[src/rtl/slot_regs_pkg.sv]
package slot_regs_pkg;

    localparam int NUM_SLOTS = 7;
    localparam int HOT_SLOTS = NUM_SLOTS - 1;
    localparam int DATA_W    = 32;
    localparam int ADDR_W    = 8;
    localparam int POS_W     = $clog2(DATA_W);
    localparam int EVT_W     = HOT_SLOTS + 2;   // bit 0 unused, slots 1..6, memory error on top

    localparam logic [DATA_W-1:0] MGMT_VIEW_MASK = 32'h6666_6600;

    localparam logic [ADDR_W-1:0] OFF_MGMT  = 8'h40;
    localparam logic [ADDR_W-1:0] OFF_ONES  = 8'h48;
    localparam logic [ADDR_W-1:0] OFF_PWR   = 8'h50;
    localparam logic [ADDR_W-1:0] OFF_CTRL  = 8'h58;
    localparam logic [ADDR_W-1:0] OFF_EVT   = 8'h70;
    localparam logic [ADDR_W-1:0] OFF_QUIET = 8'h78;

    typedef enum logic [2:0] {
        SEL_NONE,
        SEL_MGMT,
        SEL_ONES,
        SEL_PWR,
        SEL_CTRL,
        SEL_EVT,
        SEL_QUIET
    } reg_sel_e;

    typedef struct packed {
        logic [ADDR_W-1:0] addr;
        logic              rd;
        logic              wr;
        logic [DATA_W-1:0] wdata;
    } bus_req_t;

    function automatic reg_sel_e decode_off(input logic [ADDR_W-1:0] a);
        case (a)
            OFF_MGMT:  return SEL_MGMT;
            OFF_ONES:  return SEL_ONES;
            OFF_PWR:   return SEL_PWR;
            OFF_CTRL:  return SEL_CTRL;
            OFF_EVT:   return SEL_EVT;
            OFF_QUIET: return SEL_QUIET;
            default:   return SEL_NONE;
        endcase
    endfunction

    // Bit position of the 5V-good flag of a slot.
    function automatic logic [POS_W-1:0] good5_pos(input int slot);
        case (slot)
            1:       return POS_W'(9);
            2:       return POS_W'(13);
            3:       return POS_W'(25);
            4:       return POS_W'(17);
            5:       return POS_W'(29);
            6:       return POS_W'(21);
            default: return POS_W'(2);
        endcase
    endfunction

    // Bit position of the 3V-good flag of a slot.
    function automatic logic [POS_W-1:0] good3_pos(input int slot);
        if (slot == 0)
            return POS_W'(1);
        return good5_pos(slot) + POS_W'(1);
    endfunction

endpackage

[src/rtl/slot_pwr_map.sv]
module slot_pwr_map
    import slot_regs_pkg::*;
(
    input  logic [HOT_SLOTS-1:0] present,
    output logic [DATA_W-1:0]    pwr_word
);
    always_comb begin
        pwr_word = '0;
        pwr_word[good3_pos(0)] = 1'b1;
        pwr_word[good5_pos(0)] = 1'b1;
        for (int s = 1; s < NUM_SLOTS; s++) begin
            if (present[s-1]) begin
                pwr_word[good3_pos(s)] = 1'b1;
                pwr_word[good5_pos(s)] = 1'b1;
            end
        end
    end
endmodule

[src/rtl/irq_flag.sv]
module irq_flag (
    input  logic clk,
    input  logic rst,
    input  logic raise,
    input  logic ack,
    output logic irq
);
    always_ff @(posedge clk) begin
        if (rst)
            irq <= 1'b0;
        else if (raise)
            irq <= 1'b1;
        else if (ack)
            irq <= 1'b0;
    end
endmodule

[src/rtl/hotswap_event_latch.sv]
module hotswap_event_latch
    import slot_regs_pkg::*;
(
    input  logic                 clk,
    input  logic                 rst,
    input  logic [HOT_SLOTS-1:0] swap_pulse,
    input  logic                 memerr_pulse,
    input  logic                 clr_en,
    input  logic [EVT_W-1:0]     clr_mask,
    output logic [EVT_W-1:0]     evt_bits,
    output logic                 any_set
);
    logic [EVT_W-1:0] set_vec;
    logic [EVT_W-1:0] kept;

    assign set_vec = {memerr_pulse, swap_pulse, 1'b0};
    assign any_set = |set_vec;
    assign kept    = clr_en ? (evt_bits & ~clr_mask) : evt_bits;

    always_ff @(posedge clk) begin
        if (rst)
            evt_bits <= '0;
        else
            evt_bits <= kept | set_vec;
    end
endmodule

[src/rtl/slot_reg_readback.sv]
module slot_reg_readback
    import slot_regs_pkg::*;
(
    input  logic              clk,
    input  logic              rst,
    input  logic              rd,
    input  reg_sel_e          sel,
    input  logic [DATA_W-1:0] pwr_word,
    input  logic [DATA_W-1:0] ctrl_word,
    input  logic [EVT_W-1:0]  evt_bits,
    output logic [DATA_W-1:0] rdata
);
    logic [DATA_W-1:0] rd_val;

    always_comb begin
        case (sel)
            SEL_MGMT: rd_val = pwr_word & MGMT_VIEW_MASK;
            SEL_ONES: rd_val = '1;
            SEL_PWR:  rd_val = pwr_word;
            SEL_CTRL: rd_val = ctrl_word;
            SEL_EVT:  rd_val = DATA_W'(evt_bits);
            default:  rd_val = '0;
        endcase
    end

    always_ff @(posedge clk) begin
        if (rst)
            rdata <= '0;
        else if (rd)
            rdata <= rd_val;
    end
endmodule

[src/rtl/slot_pwr_hotswap_regs.sv]
module slot_pwr_hotswap_regs
    import slot_regs_pkg::*;
(
    input  logic                 clk,
    input  logic                 rst,
    input  logic [ADDR_W-1:0]    bus_addr,
    input  logic                 bus_rd,
    input  logic                 bus_wr,
    input  logic [DATA_W-1:0]    bus_wdata,
    output logic [DATA_W-1:0]    bus_rdata,
    input  logic [HOT_SLOTS-1:0] slot_present,
    input  logic [HOT_SLOTS-1:0] swap_evt,
    input  logic                 memerr_evt,
    input  logic                 mgmt_evt,
    output logic                 irq_mgmt,
    output logic                 irq_swap
);
    bus_req_t          req;
    reg_sel_e          sel;
    logic              touch;
    logic [DATA_W-1:0] pwr_word;
    logic [DATA_W-1:0] ctrl_word;
    logic [EVT_W-1:0]  evt_bits;
    logic              evt_any;

    assign req   = '{addr: bus_addr, rd: bus_rd, wr: bus_wr, wdata: bus_wdata};
    assign sel   = decode_off(req.addr);
    assign touch = req.rd | req.wr;

    slot_pwr_map u_map (
        .present  (slot_present),
        .pwr_word (pwr_word)
    );

    always_ff @(posedge clk) begin
        if (rst)
            ctrl_word <= '0;
        else if (req.wr && sel == SEL_CTRL)
            ctrl_word <= req.wdata;
    end

    hotswap_event_latch u_evt (
        .clk          (clk),
        .rst          (rst),
        .swap_pulse   (swap_evt),
        .memerr_pulse (memerr_evt),
        .clr_en       (req.wr && sel == SEL_EVT),
        .clr_mask     (req.wdata[EVT_W-1:0]),
        .evt_bits     (evt_bits),
        .any_set      (evt_any)
    );

    irq_flag u_irq_mgmt (
        .clk   (clk),
        .rst   (rst),
        .raise (mgmt_evt),
        .ack   (touch && sel == SEL_MGMT),
        .irq   (irq_mgmt)
    );

    irq_flag u_irq_swap (
        .clk   (clk),
        .rst   (rst),
        .raise (evt_any),
        .ack   (touch && sel == SEL_EVT),
        .irq   (irq_swap)
    );

    slot_reg_readback u_rb (
        .clk       (clk),
        .rst       (rst),
        .rd        (req.rd),
        .sel       (sel),
        .pwr_word  (pwr_word),
        .ctrl_word (ctrl_word),
        .evt_bits  (evt_bits),
        .rdata     (bus_rdata)
    );
endmodule

[config.mk]
export PLATFORM = sky130hd
export DESIGN_NAME = slot_pwr_hotswap_regs
export DESIGN_NICKNAME = d
export VERILOG_FILES = /design/src/rtl/slot_regs_pkg.sv /design/src/rtl/slot_pwr_map.sv /design/src/rtl/irq_flag.sv /design/src/rtl/hotswap_event_latch.sv /design/src/rtl/slot_reg_readback.sv /design/src/rtl/slot_pwr_hotswap_regs.sv
export SDC_FILE = /design/constraint.sdc
export NUM_CORES = 1
export LEC_CHECK = 0
export BUFFER_PORTS_ARGS = -buffer_cell sky130_fd_sc_hd__buf_2
export CELL_PAD_IN_SITES_DETAIL_PLACEMENT = 2
export CELL_PAD_IN_SITES_GLOBAL_PLACEMENT = 2
export CORE_UTILIZATION = 32
export DETAILED_ROUTE_END_ITERATION = 7
export GPL_TIMING_DRIVEN = 0
export MAX_ROUTING_LAYER = met4
export PLACE_DENSITY = 0.93
export RECOVER_POWER = 25
export SYNTH_ARGS = -nofsm -noshare
export SYNTH_HDL_FRONTEND = slang
export SYNTH_SLANG_ARGS = --single-unit
[constraint.sdc]
create_clock -name clk -period 4.5 [get_ports clk]
set_clock_uncertainty 0.1 [all_clocks]
set_input_delay 0.675 -clock clk [delete_from_list [all_inputs] [get_ports clk]]
set_output_delay 0.675 -clock clk [all_outputs]
set_load 0.005 [all_outputs]
# --- Word level (Yosys, flattened, before mapping) ---
# Cells that the tools add are included.
totals:
  reg_bits: 74
  input_bits: 58
  word_cells: 123
classes:
  add_sub_neg: 6
  n_lt_le_gt_ge: 24
  eq_ne: 11
  mux: 43
  bitwise: 15
  reduce_logical: 19
ops:
  columns: ["op", "count"]
  rows:
  - ["$or A32 B32 Y32", 11]
  - ["$mux W32", 6]
  - ["$pmux W32 S5", 1]
  - ["$lt A5 B6 Y1 const B", 12]
  - ["$demux W1 S5", 12]
  - ["$ge A5 B1 Y1 const B", 12]
  - ["$eq A8 B7 Y1 const B", 6]
  - ["$add A5 B1 Y5 const B", 6]
  - ["$mux W5", 6]
  - ["$pmux W3 S6", 1]
  - ["$logic_and A1 B1 Y1", 16]
  - ["$mux W1", 16]
  - ["$and A8 B8 Y8", 1]
  - ["$mux W8", 1]
  - ["$not A8 Y8", 1]
  - ["$or A8 B8 Y8", 1]
  - ["$reduce_or A7 Y1", 1]
  - ["$eq A3 B2 Y1 const B", 2]
  - ["$eq A3 B3 Y1 const B", 2]
  - ["$reduce_bool A2 Y1", 2]
  - ["$eq A3 B1 Y1 const B", 1]
  - ["$or A1 B1 Y1", 1]

# --- Depth between registers and ports, before layout ---
# Gate-level depths: netlist of run 1.
depth:
  depth_word: 24
  mapped_depth: 6
  mapped_depth_nobuf: 3

# --- Cells and area by module ---
# Synthesis of run 1 repeated with hierarchy kept, for this count alone.
hier_totals:
  hier_cells: 449
  hier_area_um2: 3980.1
by_module_without_submodules:
  columns: ["mod", "n_inst", "cells_each", "area_per_inst_um2", "seq_area_each_um2"]
  rows:
  - ["slot_reg_readback", 1, 198, 1826.8, 640.6]
  - ["slot_pwr_hotswap_regs", 1, 174, 1488.9, 640.6]
  - ["hotswap_event_latch", 1, 35, 339.1, 160.2]
  - ["slot_pwr_map", 1, 34, 247.7, 0.0]
  - ["irq_flag", 2, 4, 38.8, 20.0]

# --- Least setup slack after synthesis of run 1 ---
# No wires, ideal clock.
synth_timing:
  kind: "input port to flip-flop"
  startpoint: "in bus_addr[2]"
  endpoint: "reg u_rb.rdata[13]"
  arrival_ns: 1.936
  required_time_ns: 4.331
  path_slack_ns: 2.395
  path_stages: 5
  path_buffers: 2
  cell_sequence: "or3b_1 buf_2 or4_4 buf_6 o21ai_1"
synth_via:
  elab_chain_cells: 4
  word_cells_on_any_way: 13
synth_lines:
  columns: ["item", "line", "rtl"]
  rows:
  - ["start: declaration", "slot_pwr_hotswap_regs.sv:6", "input logic [ADDR_W-1:0] bus_addr,"]
  - ["$eq A8 B7 Y1", "slot_regs_pkg.sv:37", "case (a)"]
  - ["$pmux W3 S6 (*)", "slot_regs_pkg.sv:37", null]
  - ["$eq A3 B3 Y1, or another cell as far along", "slot_reg_readback.sv:16", "case (sel)"]
  - ["$pmux W32 S5 (*)", "slot_reg_readback.sv:16", null]
  - ["end signal: assignment", "slot_reg_readback.sv:30", "rdata <= rd_val;"]
  - ["end: declaration", "slot_reg_readback.sv:11", "output logic [DATA_W-1:0] rdata"]
# Mark *: on every way between the ends. The rest lies on a longest branch, timed or not.
# A chain may end at the register's enable or synchronous reset.

# --- Worst setup path after layout of run 1 ---
layout_timing:
  startpoint: "in bus_addr[2]"
  endpoint: "reg u_rb.rdata[24]"
# The elaborated chain is that of the path after synthesis.

==> impl_metrics.env, run 1 <==
export IMPL_yosys_warnings=0
export IMPL_overflow=0
export IMPL_start_kind="input pin"
export IMPL_slew_headroom=0.2406
export IMPL_numCtsBuffers=9
export IMPL_synth_top_area_frac=0.4719
export IMPL_end_kind="flop"
export IMPL_synth_edff_count=0
export IMPL_io_pin_count=92
export IMPL_synth_area_leader_cell="dfxtp_1"
export IMPL_die_area_sq_um=10210
export IMPL_power_density_nw_per_um2=360.5
export IMPL_hold_start="u_rb.rdata[19]"
export IMPL_holdCritPathClass="flop to flop"
export IMPL_layout_worst_path_cycle_share=0.5545
export IMPL_cp_top_family="simple AND/OR/NAND/NOR gates"
export IMPL_drc=0
export IMPL_vias=3428
export IMPL_ys_types=35
export IMPL_ant_nets=0
export IMPL_via_per_inst=5.791
export IMPL_grt_pass1_vias=3695
export IMPL_mostFrequentLayoutCell="buf_2"
export IMPL_ir_worst_vdd_mv=0.1421
export IMPL_path_clk_slew_ns=0.08
export IMPL_syn_to_final_growth_pct=26.46
export IMPL_post_place_ws_ns=1.822
export IMPL_period_needed_ns=2.495
export IMPL_cts_resized=0
export IMPL_die_y_um=101.0
export IMPL_slew_violations=0
export IMPL_crit_slowest_cell="nor3b_1"
export IMPL_clkLatencyLatePin_ns=0.36
export IMPL_finalHoldViolations=0
export IMPL_antenna_found_initial=1
export IMPL_ys_seq_elements=74
export IMPL_ys_seq_area_frac=0.4719
export IMPL_r2r_slack_ns=3.33
export IMPL_dp_hpwl_um=9043
export IMPL_layout_common_cells="buf_2, dfxtp_1, clkbuf_1"
export IMPL_holdBufCountCts=0
export IMPL_drv_cap=0
export IMPL_reg2reg_from="ctrl_word[5]"
export IMPL_drive_gt1_frac=0.2078
export IMPL_wl_um=13480
export IMPL_clk_path_buf_depth=2
export IMPL_cts_tree="done"
export IMPL_start_util=0.3350
export IMPL_post_cts_buffers=0
export IMPL_rsz0062_at_grt="no"
export IMPL_worst_pin_slew_ns=1.137
export IMPL_ys_flop_type="dfxtp_1"
export IMPL_synthTopCellsByArea="dfxtp_1, o31ai_1, nand4_1"
export IMPL_fmax_mhz=400.8
export IMPL_dieWidth_um=101.0
export IMPL_status="finished clean"
export IMPL_path_buf_inv=2
export IMPL_gp_congestion=0.8850
export IMPL_coreArea_sq_um=9371
export IMPL_netlist_area_sq_um=3139
export IMPL_h_tree_depth=3
export IMPL_clockRootBuffer="clkbuf_8"
export IMPL_setup_tns_final_ns=0
export IMPL_portBuffers=90
export IMPL_avgSynthCellArea_sq_um=8.818
export IMPL_syn_inst=356
export IMPL_crit_arrival_ns=2.64
export IMPL_max_stage_delay_ns=0.91
export IMPL_finalSetupViolCount=0
export IMPL_synthArstFlopShare=0
export IMPL_grt_max_degree=13
export IMPL_grt_use_total=0.2833
export IMPL_cp_cell_sequence="buf_2 > nor3b_1 > nand4b_1 > clkbuf_1 > o21ai_0"
export IMPL_fillers=1085
export IMPL_p_leak_nw=1.443
export IMPL_worst_slack_ns=2.005
export IMPL_crit_fanout=10
export IMPL_dp_cells=575
export IMPL_worstPathRequired_ns=4.65
export IMPL_final_cells=592
export IMPL_drt_pass1_iter_count=4
export IMPL_crit_path_start="bus_addr[2]"
export IMPL_finalNetCount=515
export IMPL_cts_sinks=74
export IMPL_path_class="input pin to flop"
export IMPL_drtIter0Drc=157
export IMPL_grt_first_pass_wirelength_um=20960
export IMPL_wl_per_cell_um=22.76
export IMPL_synth_nets=414
export IMPL_rows=35
[synthesized netlist by cell type, types with 2 or more instances]
| cell type | n |
|---|---|
| nor4_1 | 2 |
| o31ai_1 | 32 |
| o21ai_0 | 14 |
| or2_2 | 2 |
| a2bb2oi_1 | 2 |
| o21ai_1 | 10 |
| clkbuf_1 | 37 |
| a32o_1 | 2 |
| o22ai_1 | 12 |
| nand4_1 | 32 |
| a211oi_1 | 7 |
| nand4b_1 | 2 |
| a22o_1 | 11 |
| or4_1 | 2 |
| nand2b_1 | 10 |
| nand2_1 | 26 |
| a21oi_1 | 33 |
| nor3b_1 | 8 |
| nor2_1 | 11 |
| nor2b_1 | 13 |
| dfxtp_1 | 74 |
[state kept, by name, indices dropped and copies added (netlist names)]
| register | flops |
|---|---|
| ctrl_word | 32 |
| u_evt.evt_bits | 8 |
| u_irq_mgmt.irq | 1 |
| u_irq_swap.irq | 1 |
| u_rb.rdata | 32 |
[routing by layer]
metal,vias up,wire (um),track usage,share of wire
met5,-,0,-,0
met1,1724,5613,0.3329,0.42
met3,37,624,0.04369,0.046
met4,0,430,0.1226,0.032
li1,1547,-,-,-
met2,120,6807,0.4788,0.51
[kinds of logic (layout without fill, tap and decap cells)]
family          Yosys count  in the layout  synth area share
compound gates          127            127            0.2678
buf+inv                  40            146           0.05061
flops                    74             74            0.4719
other cells               0              1                 0
simple gates            115            115            0.2096
[power breakdown]
group / switching (mW) / internal (mW)
clock network: 0.267 / 0.368
logic: 0.0870 / 0.0432
registers: 0.00506 / 0.661
[path summary, 6_finish.rpt]
check,endpoint,cells past startpoint
min reg2reg,u_rb.rdata[19],2
min,u_rb.rdata[19],2
max,u_rb.rdata[24],5
max reg2reg,u_rb.rdata[5],3
[worst reg2reg max path, stage by stage (launching register included)]
cell and delay, ns:
dfxtp_1 0.36, nand2b_1 0.18, a22o_1 0.22, a22o_1 0.20
[metrics by stage]
| step | instance area [sq um] | total power [mW] | util | hold slack [ns] |
|---|---|---|---|---|
| after floorplan | 3139 | 0.7415 | - | 0.3145 |
| after global placement | 3751 | 0.7961 | 0.4003 | 0.3264 |
| after detailed placement | 3751 | 0.8033 | 0.4003 | 0.3467 |
| after CTS | 3985 | 1.434 | 0.4252 | 0.3599 |
| after global routing | 3970 | 1.469 | 0.4236 | 0.3885 |
| final | 3970 | 1.431 | 0.4236 | 0.3540 |
[final cells by class]
cell class | count | area [sq um] | share of cell area
antenna | 1 | 2.502 | 0.0006303
buffer | 39 | 155.1 | 0.03908
clock buffer | 11 | 131.4 | 0.03309
clock inverter | 5 | 102.6 | 0.02584
inverter | 1 | 3.754 | 0.0009455
multi-input combinational | 242 | 1499 | 0.3776
sequential | 74 | 1481 | 0.3731
tap | 129 | 161.4 | 0.04066
timing repair buffer | 90 | 432.9 | 0.1090
No activity file was read; power rests on OpenSTA's default activity.
==> run 2, diff against run 1 <==
--- a/config.mk
+++ b/config.mk
@@ -8,11 +8,11 @@
 export BUFFER_PORTS_ARGS = -buffer_cell sky130_fd_sc_hd__buf_2
 export CELL_PAD_IN_SITES_DETAIL_PLACEMENT = 2
 export CELL_PAD_IN_SITES_GLOBAL_PLACEMENT = 2
-export CORE_UTILIZATION = 32
+export CORE_UTILIZATION = 27
 export DETAILED_ROUTE_END_ITERATION = 7
 export GPL_TIMING_DRIVEN = 0
 export MAX_ROUTING_LAYER = met4
-export PLACE_DENSITY = 0.93
+export PLACE_DENSITY = 0.84
 export RECOVER_POWER = 25
 export SYNTH_ARGS = -nofsm -noshare
 export SYNTH_HDL_FRONTEND = slang
==> constraint.sdc (replaced) <==
create_clock -name clk -period 2.25 [get_ports clk]
set_clock_uncertainty 0.1 [all_clocks]
set_input_delay 0.3375 -clock clk [delete_from_list [all_inputs] [get_ports clk]]
set_output_delay 0.3375 -clock clk [all_outputs]
set_load 0.005 [all_outputs]
==> run 2 against run 1 <==
Routed wire length is 13% lower. Largest power group is now the clock network. Sequential cell count unchanged. Combinational power increased by 91%. Highest routed layer unchanged. Die area is 18% higher. Power up 120%.
==> impl_metrics.env, run 2 (same netlist as run 1, synthesis figures left out) <==
export IMPL_layout_common_cells="dfxtp_1, buf_2, clkbuf_1"
export IMPL_crit_path_start="bus_addr[5]"
export IMPL_drt_pass1_iter_count=4
export IMPL_h_tree_depth=3
export IMPL_period_needed_ns=1.979
export IMPL_die_area_sq_um=12060
export IMPL_gp_congestion=0.7825
export IMPL_ir_worst_vdd_mv=0.3056
export IMPL_start_kind="input pin"
export IMPL_reg2reg_from="ctrl_word[5]"
export IMPL_crit_arrival_ns=2.13
export IMPL_cts_tree="done"
export IMPL_worst_pin_slew_ns=0.9308
export IMPL_cts_resized=0
export IMPL_post_cts_buffers=0
export IMPL_r2r_slack_ns=1.16
export IMPL_portBuffers=90
export IMPL_use_met2=0.3701
export IMPL_final_cells=605
export IMPL_endpoint="ctrl_word[13]"
export IMPL_timing_rr_end="u_rb.rdata[5]"
export IMPL_fmax_mhz=505.4
export IMPL_mostFrequentLayoutCell="dfxtp_1"
export IMPL_grt_first_pass_wirelength_um=18290
export IMPL_numCtsBuffers=9
export IMPL_largestRegisters="ctrl_word (32), u_rb.rdata (32), u_evt.evt_bits (8)"
export IMPL_start_util=0.2761
export IMPL_cts_sinks=74
export IMPL_finalNetCount=515
export IMPL_dp_cells=589
export IMPL_holdBufCountCts=0
export IMPL_dp_hpwl_um=8532
export IMPL_clkLatencyLatePin_ns=0.34
export IMPL_grt_max_degree=13
export IMPL_drc=0
export IMPL_clk_path_buf_depth=2
export IMPL_end_kind="flop"
export IMPL_finalHoldViolations=0
export IMPL_worstPathRequired_ns=2.40
export IMPL_holdWs_ns=0.1523
export IMPL_drv_cap=0
export IMPL_grt_busiest_layer="met2"
export IMPL_finalSetupViolCount=0
export IMPL_crit_fanout=10
export IMPL_path_class="input pin to flop"
export IMPL_status="finished clean"
export IMPL_holdCritPathClass="input pin to flop"
export IMPL_wl_um=11720
export IMPL_io_pin_count=92
export IMPL_power_density_nw_per_um2=785.7
export IMPL_rsz0062_at_grt="no"
export IMPL_via_per_inst=5.370
export IMPL_use_met3=0.02134
export IMPL_p_leak_nw=1.465
export IMPL_grt_use_total=0.2082
export IMPL_antenna_found_initial=0
export IMPL_gr_usage_met1=0.2428
export IMPL_coreArea_sq_um=11370
export IMPL_vias=3249
export IMPL_rows=39
export IMPL_overflow=0
export IMPL_path_clk_slew_ns=0.06
export IMPL_slew_violations=0
export IMPL_dieWidth_um=109.8
export IMPL_ant_nets=0
export IMPL_drive_gt1_frac=0.1970
export IMPL_die_y_um=109.8
export IMPL_clockRootBuffer="clkbuf_16"
export IMPL_slew_headroom=0.3781
export IMPL_antenna_cells=0
export IMPL_layout_worst_path_cycle_share=0.8793
export IMPL_drtIter0Drc=74
export IMPL_grt_pass1_vias=3484
export IMPL_reg2reg_depth=3
export IMPL_wl_per_cell_um=19.37
export IMPL_syn_to_final_growth_pct=30.01
[run 2: cell count changes in the layout (fill, tap and decap cells not counted), sizes merged]
cell,delta
bufinv,-1
clkbuf,+8
buf,-7
diode,-1
[run 2: how the worst min path moves through the flow]
stage / startpoint / to / slack, ns / cells after the start
after floorplan: u_evt.evt_bits[0] / u_evt.evt_bits[0] / 0.31 / 2
after global placement: u_evt.evt_bits[0] / u_evt.evt_bits[0] / 0.33 / 2
after detailed placement: u_rb.rdata[8] / u_rb.rdata[8] / 0.34 / 2
after CTS: bus_wdata[0] / u_evt.evt_bits[0] / 0.15 / 2
after global routing: bus_wdata[30] / ctrl_word[30] / 0.17 / 3
final: bus_wdata[0] / u_evt.evt_bits[0] / 0.15 / 2
[run 2: critical path: stages]
cell	delay, ns
buf_2	0.12
clkbuf_1	0.25
and4b_1	0.33
clkbuf_1	0.25
clkbuf_1	0.44
nand4_1	0.18
a21oi_1	0.21
[run 2: final cells by class]
| cell class | count | area, sq um |
|---|---|---|
| fillers | 1275 | 7288 |
| multi-input cells | 242 | 1499 |
| flip-flops and latches | 74 | 1481 |
| repair buffers | 90 | 424.2 |
| clock buffers | 12 | 266.5 |
| well taps | 143 | 178.9 |
| plain buffers | 39 | 155.1 |
| clock inverters | 4 | 72.57 |
| inverters | 1 | 3.754 |
[run 2: through the flow]
stage	worst slack (ns)	power, mW	utilization	cell area [sq um]	TNS, ns
after global placement	0.02198	1.596	0.3315	3769	0
after floorplan	0.4822	1.483	-	3139	0
after CTS	0.2747	3.213	0.3613	4108	0
after detailed placement	-0.04843	1.606	0.3315	3769	-0.07575
final	0.2715	3.207	0.3590	4081	0
after global routing	0.1544	3.283	0.3590	4081	0
[run 2: power breakdown]
group | total (mW) | switching (mW) | internal [mW]
clock network | 1.63 | 0.567 | 1.06
logic | 0.248 | 0.162 | 0.0857
registers | 1.33 | 0.00797 | 1.32
total | 3.21 | 0.737 | 2.47
[run 2: per-layer routing]
metal  routed length [um]  share of wire
met1                 5207           0.44
met4                  159          0.014
met3                  309          0.026
met5                    0              0
met2                 6044           0.52
==> run 3, diff against run 2 <==
--- a/config.mk
+++ b/config.mk
@@ -8,12 +8,14 @@
 export BUFFER_PORTS_ARGS = -buffer_cell sky130_fd_sc_hd__buf_2
 export CELL_PAD_IN_SITES_DETAIL_PLACEMENT = 2
 export CELL_PAD_IN_SITES_GLOBAL_PLACEMENT = 2
-export CORE_UTILIZATION = 27
+export CORE_UTILIZATION = 29
 export DETAILED_ROUTE_END_ITERATION = 7
 export GPL_TIMING_DRIVEN = 0
 export MAX_ROUTING_LAYER = met4
-export PLACE_DENSITY = 0.84
+export PLACE_DENSITY = 0.85
 export RECOVER_POWER = 25
+export REMOVE_ABC_BUFFERS = 1
 export SYNTH_ARGS = -nofsm -noshare
 export SYNTH_HDL_FRONTEND = slang
+export SYNTH_HIERARCHICAL = 1
 export SYNTH_SLANG_ARGS = --single-unit
==> run 3 against run 2 <==
Final area grew 19%. Utilization grew 0.70 points. Register-to-register slack gained 0.11 ns. Largest cell class unchanged. Setup slack lost 0.25 ns. Via count grew 13%. Area after synthesis grew 27%. Combinational power grew 28%. Worst hold slack lost 0.041 ns. Power shrank 7.0%. Sequential power is essentially flat. Synthesized cell count grew 26%. Highest routed layer unchanged.
==> impl_metrics.env, run 3 <==
export IMPL_period_needed_ns=2.229
export IMPL_layout_worst_path_cycle_share=0.9909
export IMPL_r2r_slack_ns=1.27
export IMPL_via_per_inst=5.291
export IMPL_multi_input_area_sq_um=2132
export IMPL_dieWidth_um=119.2
export IMPL_grt_first_pass_wirelength_um=20770
export IMPL_layout_common_cells="buf_2, dfxtp_1, nor2_1"
export IMPL_reg2reg_from="u_evt/evt_bits[7]"
export IMPL_holdPathEnd="u_evt/evt_bits[3]"
export IMPL_power_density_nw_per_um2=612.9
export IMPL_synth_edff_count=0
export IMPL_slew_headroom=0.2063
export IMPL_drtIter0Drc=156
export IMPL_yosysMostFrequentCell="dfxtp_1"
export IMPL_numCtsBuffers=9
export IMPL_reg2reg_depth=3
export IMPL_gp_congestion=0.7366
export IMPL_rows=42
export IMPL_synthTopCellsByCount="dfxtp_1, a21oi_1, nor2_1, buf_4, nand4_1"
export IMPL_mostFrequentLayoutCell="buf_2"
export IMPL_synthTopCellsByArea="dfxtp_1, a311oi_2, buf_4"
export IMPL_synth_top_area_frac=0.3722
export IMPL_path_class="input pin to flop"
export IMPL_dp_cells=661
export IMPL_timing_rr_end="u_rb/rdata[7]"
export IMPL_ant_nets=0
export IMPL_overflow=0
export IMPL_finalSetupViolCount=0
export IMPL_netlist_area_sq_um=3980
export IMPL_die_area_sq_um=14200
export IMPL_clkLatencyLatePin_ns=0.34
export IMPL_finalHoldViolations=0
export IMPL_antenna_found_initial=0
export IMPL_status="finished clean"
export IMPL_vias=3677
export IMPL_dp_hpwl_um=8026
export IMPL_synth_area_leader_cell="dfxtp_1"
export IMPL_cts_sinks=74
export IMPL_grt_use_total=0.1961
export IMPL_ys_flop_type="dfxtp_1"
export IMPL_synthArstFlopShare=0
export IMPL_seqCellArea_sq_um=1481
export IMPL_wl_per_cell_um=19.03
export IMPL_end_kind="flop"
export IMPL_coreArea_sq_um=13300
export IMPL_slew_violations=0
export IMPL_grt_pass1_vias=3892
export IMPL_crit_arrival_ns=2.36
export IMPL_fmax_mhz=448.5
export IMPL_syn_to_final_growth_pct=22.26
export IMPL_ys_types=42
export IMPL_cts_tree="done"
export IMPL_antenna_cells=0
export IMPL_portBuffers=91
export IMPL_ys_seq_elements=74
export IMPL_p_leak_nw=1.839
export IMPL_clockRootBuffer="clkbuf_16"
export IMPL_min_path_cells=2
export IMPL_final_area_sq_um=4866
export IMPL_rsz0062_at_grt="yes"
export IMPL_path_clk_slew_ns=0.05
export IMPL_final_cells=695
export IMPL_io_pin_count=92
export IMPL_hold_start="bus_wdata[3]"
export IMPL_h_tree_depth=3
export IMPL_crit_fanout=5
export IMPL_fillers=1478
export IMPL_finalNetCount=574
export IMPL_drv_cap=0
export IMPL_drt_pass1_iter_count=4
export IMPL_worstPathRequired_ns=2.39
export IMPL_yosys_warnings=6
export IMPL_drc=0
export IMPL_avgSynthCellArea_sq_um=8.864
export IMPL_drive_gt1_frac=0.3565
export IMPL_ys_seq_area_frac=0.3722
export IMPL_place_area_sq_um=4358
export IMPL_wl_um=13230
export IMPL_grt_max_degree=70
export IMPL_syn_inst=449
export IMPL_start_util=0.2994
export IMPL_clk_path_buf_depth=2
export IMPL_largestRegisters="ctrl_word (32), u_rb/rdata (32), u_evt/evt_bits (8)"
export IMPL_holdCritPathClass="input pin to flop"
export IMPL_holdBufCountCts=0
export IMPL_ir_worst_vdd_mv=0.2363
export IMPL_start_kind="input pin"
export IMPL_worst_pin_slew_ns=1.189
export IMPL_die_y_um=119.2
[run 3: changes by cell type after synthesis, moves of 19 or more]
cell      previous run  this run
buf_4                0        33
nor2_1              11        34
a21o_1               0        19
a311oi_2             0        23
nand2_2              0        20
[run 3: routing by layer]
layer,global-route usage,vias to the layer above,wire (um)
li1,-,1733,-
met1,0.2377,1836,5779
met2,0.3274,90,6677
met3,0.02921,18,557
met4,0.07437,0,212
met5,-,-,0
[run 3: cell families after synthesis]
logic type | count (synthesis) | synth area share
simple gates | 131 | 0.1902
xor+xnor | 1 | 0.002201
compound gates | 141 | 0.2807
other cells | 2 | 0.001887
buf+inv | 92 | 0.1327
flops | 74 | 0.3722
mux | 8 | 0.02012
[run 3: area by class of cell]
cell class                      instances  area share
Clock buffer                           14     0.05220
Tap cell                              176     0.04526
Multi-Input combinational cell        303      0.4382
Inverter                               13     0.01003
Sequential cell                        74      0.3044
Timing Repair Buffer                  115      0.1499
[run 3: worst max-delay path, stage by stage]
cell     delay, ns
buf_8         0.09
or4b_4        0.57
or3_4         0.39
a21oi_4       0.19
buf_6         0.16
buf_6         0.12
mux2i_1       0.19
o22ai_1       0.12
a21o_1        0.17
[run 3: where the power goes]
part           internal, mW  switching (mW)  total, mW  leakage, nW
combinational         0.119           0.198      0.317         1.11
sequential             1.35          0.0184       1.36        0.603
clock                 0.766           0.535       1.30        0.123
[run 3: metrics by stage]
stage / total power, mW / hold slack [ns] / setup TNS [ns] / setup WS [ns] / util
2_1_floorplan: 1.492 / 0.2999 / -95.63 / -1.837 / -
3_3_place_gp: 1.656 / 0.3179 / -216.87 / -3.444 / 0.3192
3_5_place_dp: 1.681 / 0.3363 / -75.15 / -1.957 / 0.3278
4_1_cts: 3.019 / 0.09803 / -0.004330 / -0.004330 / 0.3611
5_1_grt: 3.101 / 0.1110 / -0.2895 / -0.04214 / 0.3660
6_report: 2.982 / 0.1112 / 0 / 0.02055 / 0.3660
[run 3: worst max path at each step]
stage	from	end	slack, ns	cells past startpoint
final	bus_addr[7]	u_rb/rdata[2]	0.02	9
after global routing	bus_addr[7]	u_rb/rdata[6]	-0.04	9
after CTS	bus_addr[7]	u_rb/rdata[6]	-0.004	9
after detailed placement	bus_addr[1]	u_rb/rdata[29]	-1.96	7
after global placement	bus_addr[1]	u_rb/rdata[19]	-3.44	7
after floorplan	bus_addr[1]	u_rb/rdata[29]	-1.84	6
[run 3: what timing repair did]
| item | CTS | global route |
|---|---|---|
| pin swaps | 3 | 6 |
| buffers inserted | 15 | 3 |
| endpoints found under the setup margin | 42 | 52 |
| gates cloned | 2 | 1 |
| gates resized for setup | 13 | 12 |
